==> src/rtl/frame_seq_pkg.sv <==
package frame_seq_pkg;
  typedef enum logic [1:0] {
    SQ_IDLE  = 2'd0,
    SQ_ARMED = 2'd1,
    SQ_BUSY  = 2'd2
  } seq_state_t;

  localparam int unsigned TRIG_VSYNC = 0;
  localparam int unsigned TRIG_DSYNC = 1;
  localparam int unsigned TRIG_NUM   = 2;
endpackage

==> src/rtl/fs_rst_filter.sv <==
module fs_rst_filter #(
  parameter int unsigned MIN_LOW  = 8,
  parameter int unsigned HOLD_CYC = 2
) (
  input  logic clk,
  input  logic pin_n,
  output logic blk_rst
);
  localparam int unsigned HW = $clog2(HOLD_CYC + 1);

  logic [MIN_LOW-1:0] hist_q;
  logic [HW-1:0]      hold_q, hold_nx;
  logic               qual;
  logic               rst_nx;

  // qualified once the last MIN_LOW samples were all low
  assign qual = (hist_q == '0);

  always_comb begin
    hold_nx = hold_q;
    if (qual)
      hold_nx = HW'(HOLD_CYC);
    else if (hold_q != '0)
      hold_nx = hold_q - 1'b1;
    rst_nx = qual || (hold_q != '0);
  end

  always_ff @(posedge clk) begin
    hist_q  <= {hist_q[MIN_LOW-2:0], pin_n};
    hold_q  <= hold_nx;
    blk_rst <= rst_nx;
  end
endmodule

==> src/rtl/fs_trig_detect.sv <==
module fs_trig_detect
  import frame_seq_pkg::*;
(
  input  logic clk,
  input  logic rst,
  input  logic compress,
  input  logic vsync_in,
  input  logic dsync_in,
  output logic trig
);
  logic [TRIG_NUM-1:0] src;
  logic [TRIG_NUM-1:0] rise;

  assign src[TRIG_VSYNC] = vsync_in;
  assign src[TRIG_DSYNC] = dsync_in;

  for (genvar i = 0; i < TRIG_NUM; i++) begin : g_edge
    logic prev_q;
    // prev starts high so a level held through reset is not an edge
    always_ff @(posedge clk or posedge rst) begin
      if (rst) prev_q <= 1'b1;
      else     prev_q <= src[i];
    end
    assign rise[i] = src[i] & ~prev_q;
  end

  assign trig = compress ? rise[TRIG_VSYNC] : rise[TRIG_DSYNC];
endmodule

==> src/rtl/fs_ctrl_fsm.sv <==
module fs_ctrl_fsm
  import frame_seq_pkg::*;
(
  input  logic clk,
  input  logic rst,
  input  logic go_en,
  input  logic start_in,
  input  logic seq_mode,
  input  logic trig,
  input  logic frame_done,
  output logic frame_busy,
  output logic go_clear
);
  seq_state_t st_q, st_nx;
  logic       st_en;
  logic       enable;
  logic       clr_nx;

  assign enable = go_en & start_in;

  always_comb begin
    st_nx  = st_q;
    clr_nx = 1'b0;
    unique case (st_q)
      SQ_IDLE:  if (enable) st_nx = SQ_ARMED;
      SQ_ARMED: begin
        if (!enable)   st_nx = SQ_IDLE;
        else if (trig) st_nx = SQ_BUSY;
      end
      SQ_BUSY: begin
        if (frame_done) begin
          st_nx  = (seq_mode && enable) ? SQ_ARMED : SQ_IDLE;
          clr_nx = ~seq_mode;
        end
      end
      default: st_nx = SQ_IDLE;
    endcase
  end

  assign st_en = (st_nx != st_q);

  always_ff @(posedge clk or posedge rst) begin
    if (rst) begin
      st_q     <= SQ_IDLE;
      go_clear <= 1'b0;
    end else begin
      if (st_en) st_q <= st_nx;
      go_clear <= clr_nx;
    end
  end

  assign frame_busy = (st_q == SQ_BUSY);
endmodule

==> src/rtl/frame_seq.sv <==
module frame_seq #(
  parameter int unsigned RST_MIN_LOW  = 8,
  parameter int unsigned RST_HOLD_CYC = 2
) (
  input  logic clk,
  input  logic hard_rst_n,
  input  logic go_en,
  input  logic start_in,
  input  logic seq_mode,
  input  logic compress,
  input  logic vsync_in,
  input  logic dsync_in,
  input  logic frame_done,
  output logic frame_busy,
  output logic go_clear,
  output logic core_rst_n
);
  logic blk_rst;
  logic trig;

  fs_rst_filter #(
    .MIN_LOW (RST_MIN_LOW),
    .HOLD_CYC(RST_HOLD_CYC)
  ) u_rst (
    .clk    (clk),
    .pin_n  (hard_rst_n),
    .blk_rst(blk_rst)
  );

  fs_trig_detect u_trig (
    .clk     (clk),
    .rst     (blk_rst),
    .compress(compress),
    .vsync_in(vsync_in),
    .dsync_in(dsync_in),
    .trig    (trig)
  );

  fs_ctrl_fsm u_fsm (
    .clk       (clk),
    .rst       (blk_rst),
    .go_en     (go_en),
    .start_in  (start_in),
    .seq_mode  (seq_mode),
    .trig      (trig),
    .frame_done(frame_done),
    .frame_busy(frame_busy),
    .go_clear  (go_clear)
  );

  assign core_rst_n = ~blk_rst;
endmodule

==> config.mk <==
export PLATFORM = sky130hd
export DESIGN_NAME = frame_seq
export DESIGN_NICKNAME = d
export VERILOG_FILES = /design/src/rtl/frame_seq_pkg.sv /design/src/rtl/fs_rst_filter.sv /design/src/rtl/fs_trig_detect.sv /design/src/rtl/fs_ctrl_fsm.sv /design/src/rtl/frame_seq.sv
export SDC_FILE = /design/constraint.sdc
export NUM_CORES = 1
export LEC_CHECK = 0
export ABC_CLOCK_PERIOD_IN_PS = 1600
export BUFFER_PORTS_ARGS = -buffer_cell sky130_fd_sc_hd__buf_2
export CAP_MARGIN = 10
export CORE_MARGIN = 2
export CORE_UTILIZATION = 40
export DETAILED_ROUTE_END_ITERATION = 10
export SLEW_MARGIN = 20
export SYNTH_ARGS = -nofsm -noshare
export SYNTH_HDL_FRONTEND = slang
export SYNTH_HIERARCHICAL = 1
export SYNTH_SLANG_ARGS = --single-unit
==> constraint.sdc <==
create_clock -name clk -period 1.6 [get_ports clk]
set_clock_uncertainty 0.1 [all_clocks]
set_input_delay 0.16 -clock clk [delete_from_list [all_inputs] [get_ports clk]]
set_output_delay 0.16 -clock clk [all_outputs]
set_load 0.05 [all_outputs]
==> reports/results.ini <==
[floorplan]
rows = 13
die_area_um2 = 1640
start_util = 0.420
die_w_um = 40.5
ios = 12
core_um2 = 1270
dieHeight_um = 40.5

[synth]
ys_async_sr_fraction = 0.313
yosysTopAreaCell = dfxtp_1
yosys.area.top_type_share = 0.413
synth_top_family_by_area = simple AND/OR/NAND/NOR gates
synth_edf_count = 0
ys_types = 19
synth.area.mux_share = 0
yosysWarnings = 6
synth_most_common_cell = dfxtp_1
yosys-top-cells-area = dfxtp_1 (41%), dfrtp_1 (14%), dfstp_2 (9.9%)
synthAdderAreaFrac = 0.0235
synth_xor_area_frac = 0.0164
syn_inst = 42
synthesis.area_um2 = 533
synth_simple_gate_area_share = 0.150
syn-num-nets = 52
synth_compound_gate_area_share = 0.108
ys_ff_latch = 16
avgSynthCellArea_um2 = 12.7
synth_common_cells = dfxtp_1 (11), inv_1 (7), dfrtp_1 (3), nand2_1 (3)
synthFlopType = dfxtp_1
yosysSeqAreaShare = 0.653

[routing]
drc = 0
totalWireLength_um = 773
drtAntennaViolNets = 0
num_vias = 357
vias_per_cell = 4.58
first_pass_iters = 4
dr.first_iter.drc_count = 2
detail_route.wl_per_cell_um = 9.91

[clock_network]
clock-sinks = 16
htree_num_levels = 1
clock-root-buffer = clkbuf_4
cts_buffers = 3
clockBufferDepth = 2
holdBufCountCts = 6
cts_setup_buffers = 0
cts_tree = done
cts-resized-gates = 0
worst_skew_pair.late_latency_ps = 270
clkTransAtPathRegs_ps = 80

[sta]
slew_headroom = 0.810
setup_tns_ps = 0
hold_violations = 0
max_freq_ghz = 0.721
finalSetupViolations = 0
maxSlewViolCount = 0
timing.final.ws_setup_ps = 213
rsz0062_at_grt = no
fin_crit_sh = 0.867
post-route-min-period_ps = 1390
tightest_slew_ps = 285

[setup_path]
path_class = input pin to flip-flop
critPathMaxFanout = 2
crit_arrival_ps = 1470
cp-end-kind = flip-flop
cp.required_ps = 1680
regToRegStartpoint = u_rst/hist_q[6]
cp-start-kind = input pin
critPathLaunch = dsync_in

[power]
power_density_nw_per_um2 = 1400
vdd_ir_drop_max_mv = 0.985
p_leak_nw = 0.341
power_w = 0.000972

[placed_design]
port_buffers = 11
dpl.hpwl_um = 583
postPlaceCellArea_um2 = 607
routabilityCongestion = 0.643
place_ws_ps = 374

[global_routing]
antenna_found_initial = 0
grt_util_met2 = 0.147
overflow = 0
track_usage = 0.127
top_usage_layer = met1
use_met3 = 0.100
grt_max_degree = 10
first_global_vias = 294
grtUsageMet1 = 0.170
grt_pass1_wl_mm = 1.24

[final_layout]
final_core_utilization = 0.546
multi_input_area_um2 = 159
areaGrowthSynthToFinish_pct = 30.0
final_layout_size_suffix_gt1_frac = 0.349
nFillCells = 126
fin_area_um2 = 693
num_antenna_cells = 0
fin_nets = 74
seq_area_um2 = 348

[flow_run]
cap_violations = 0

[hold_path]
hp-class = input pin to flip-flop
min-delay-start = start_in

[outcome]
status = completed

-- metal layers --
| layer | up-vias | share of wire |
|---|---|---|
| met2 | 8 | 0.47 |
| met3 | 0 | 0.071 |
| met1 | 165 | 0.46 |
| met5 | - | 0 |
| li1 | 184 | - |
| met4 | 0 | 0 |
-- final cells by class --
class	instances	share of cell area
Multi-Input combinational cell	19	0.229
Clock buffer	4	0.0379
Inverter	7	0.0379
Tap cell	15	0.0271
Timing Repair Buffer	17	0.166
Sequential cell	16	0.502
-- critical path: stages --
cell and delay (ps):
dlygate4sd3_1 520, buf_2 110, inv_1 40, o32ai_2 320, nand2_1 100, o32ai_1 220
-- where the power goes --
part | leakage [nW] | switching (W) | total (W) | internal [W]
Combinational | 0.172 | 0.000144 | 0.000271 | 0.000126
Sequential | 0.154 | 0.0000307 | 0.000494 | 0.000463
Clock | 0.0150 | 0.000111 | 0.000207 | 0.0000966
-- kinds of logic after synthesis --
kind of cell               count (synthesis)
and+or+nand+nor                           10
adders and majority gates                  1
DFF                                       16
buffers and inverters                      7
xor gates and xnor gates                   1
AOI/OAI and AO/OA                          7
-- path summary, 6_finish.rpt --
path                       depth (start not counted)  slack, ps                      end
setup / recovery                                   6        210            u_fsm/st_q[1]
hold / removal                                     3         40            u_fsm/st_q[0]
setup reg to reg                                   2        370          u_rst/hold_q[0]
hold reg to reg                                    1        140  u_trig/g_edge[1].prev_q
max in group asynchronous                          2        710            u_fsm/st_q[0]
min in group asynchronous                          1        140  u_trig/g_edge[1].prev_q
-- through the flow --
stage | hold WS (ps) | std cells
2_1_floorplan | -37.6 | 42
3_3_place_gp | -10.0 | 68
3_5_place_dp | -10.3 | 68
4_1_cts | 33.2 | 78
5_1_grt | 35.9 | 78
6_report | 42.0 | 78
-- cells in the final DEF, fill, tap and decap left out --
cell type,count
nand3b_1,1
a21o_2,1
dlygate4sd3_1,6
clkbuf_1,1
dfxtp_1,11
o21ai_1,1
o32ai_1,1
nor2b_1,2
nand2b_4,1
o22ai_1,1
clkbuf_4,3
ha_1,1
nor3b_2,1
inv_1,7
dfrtp_1,3
buf_2,11
o21a_1,1
dfstp_2,2
nand2_1,3
or4_4,2
xnor2_1,1
o32ai_2,1
a21oi_1,1
-- sequential cells by signal, indices dropped and copies added (netlist names) --
register              cells
u_fsm/st_q                2
u_rst/hist_q              8
u_trig/g_edge.prev_q      2
u_rst/blk_rst             1
u_rst/hold_q              2
u_fsm/go_clear            1
Power figures use the tool's default switching activity.
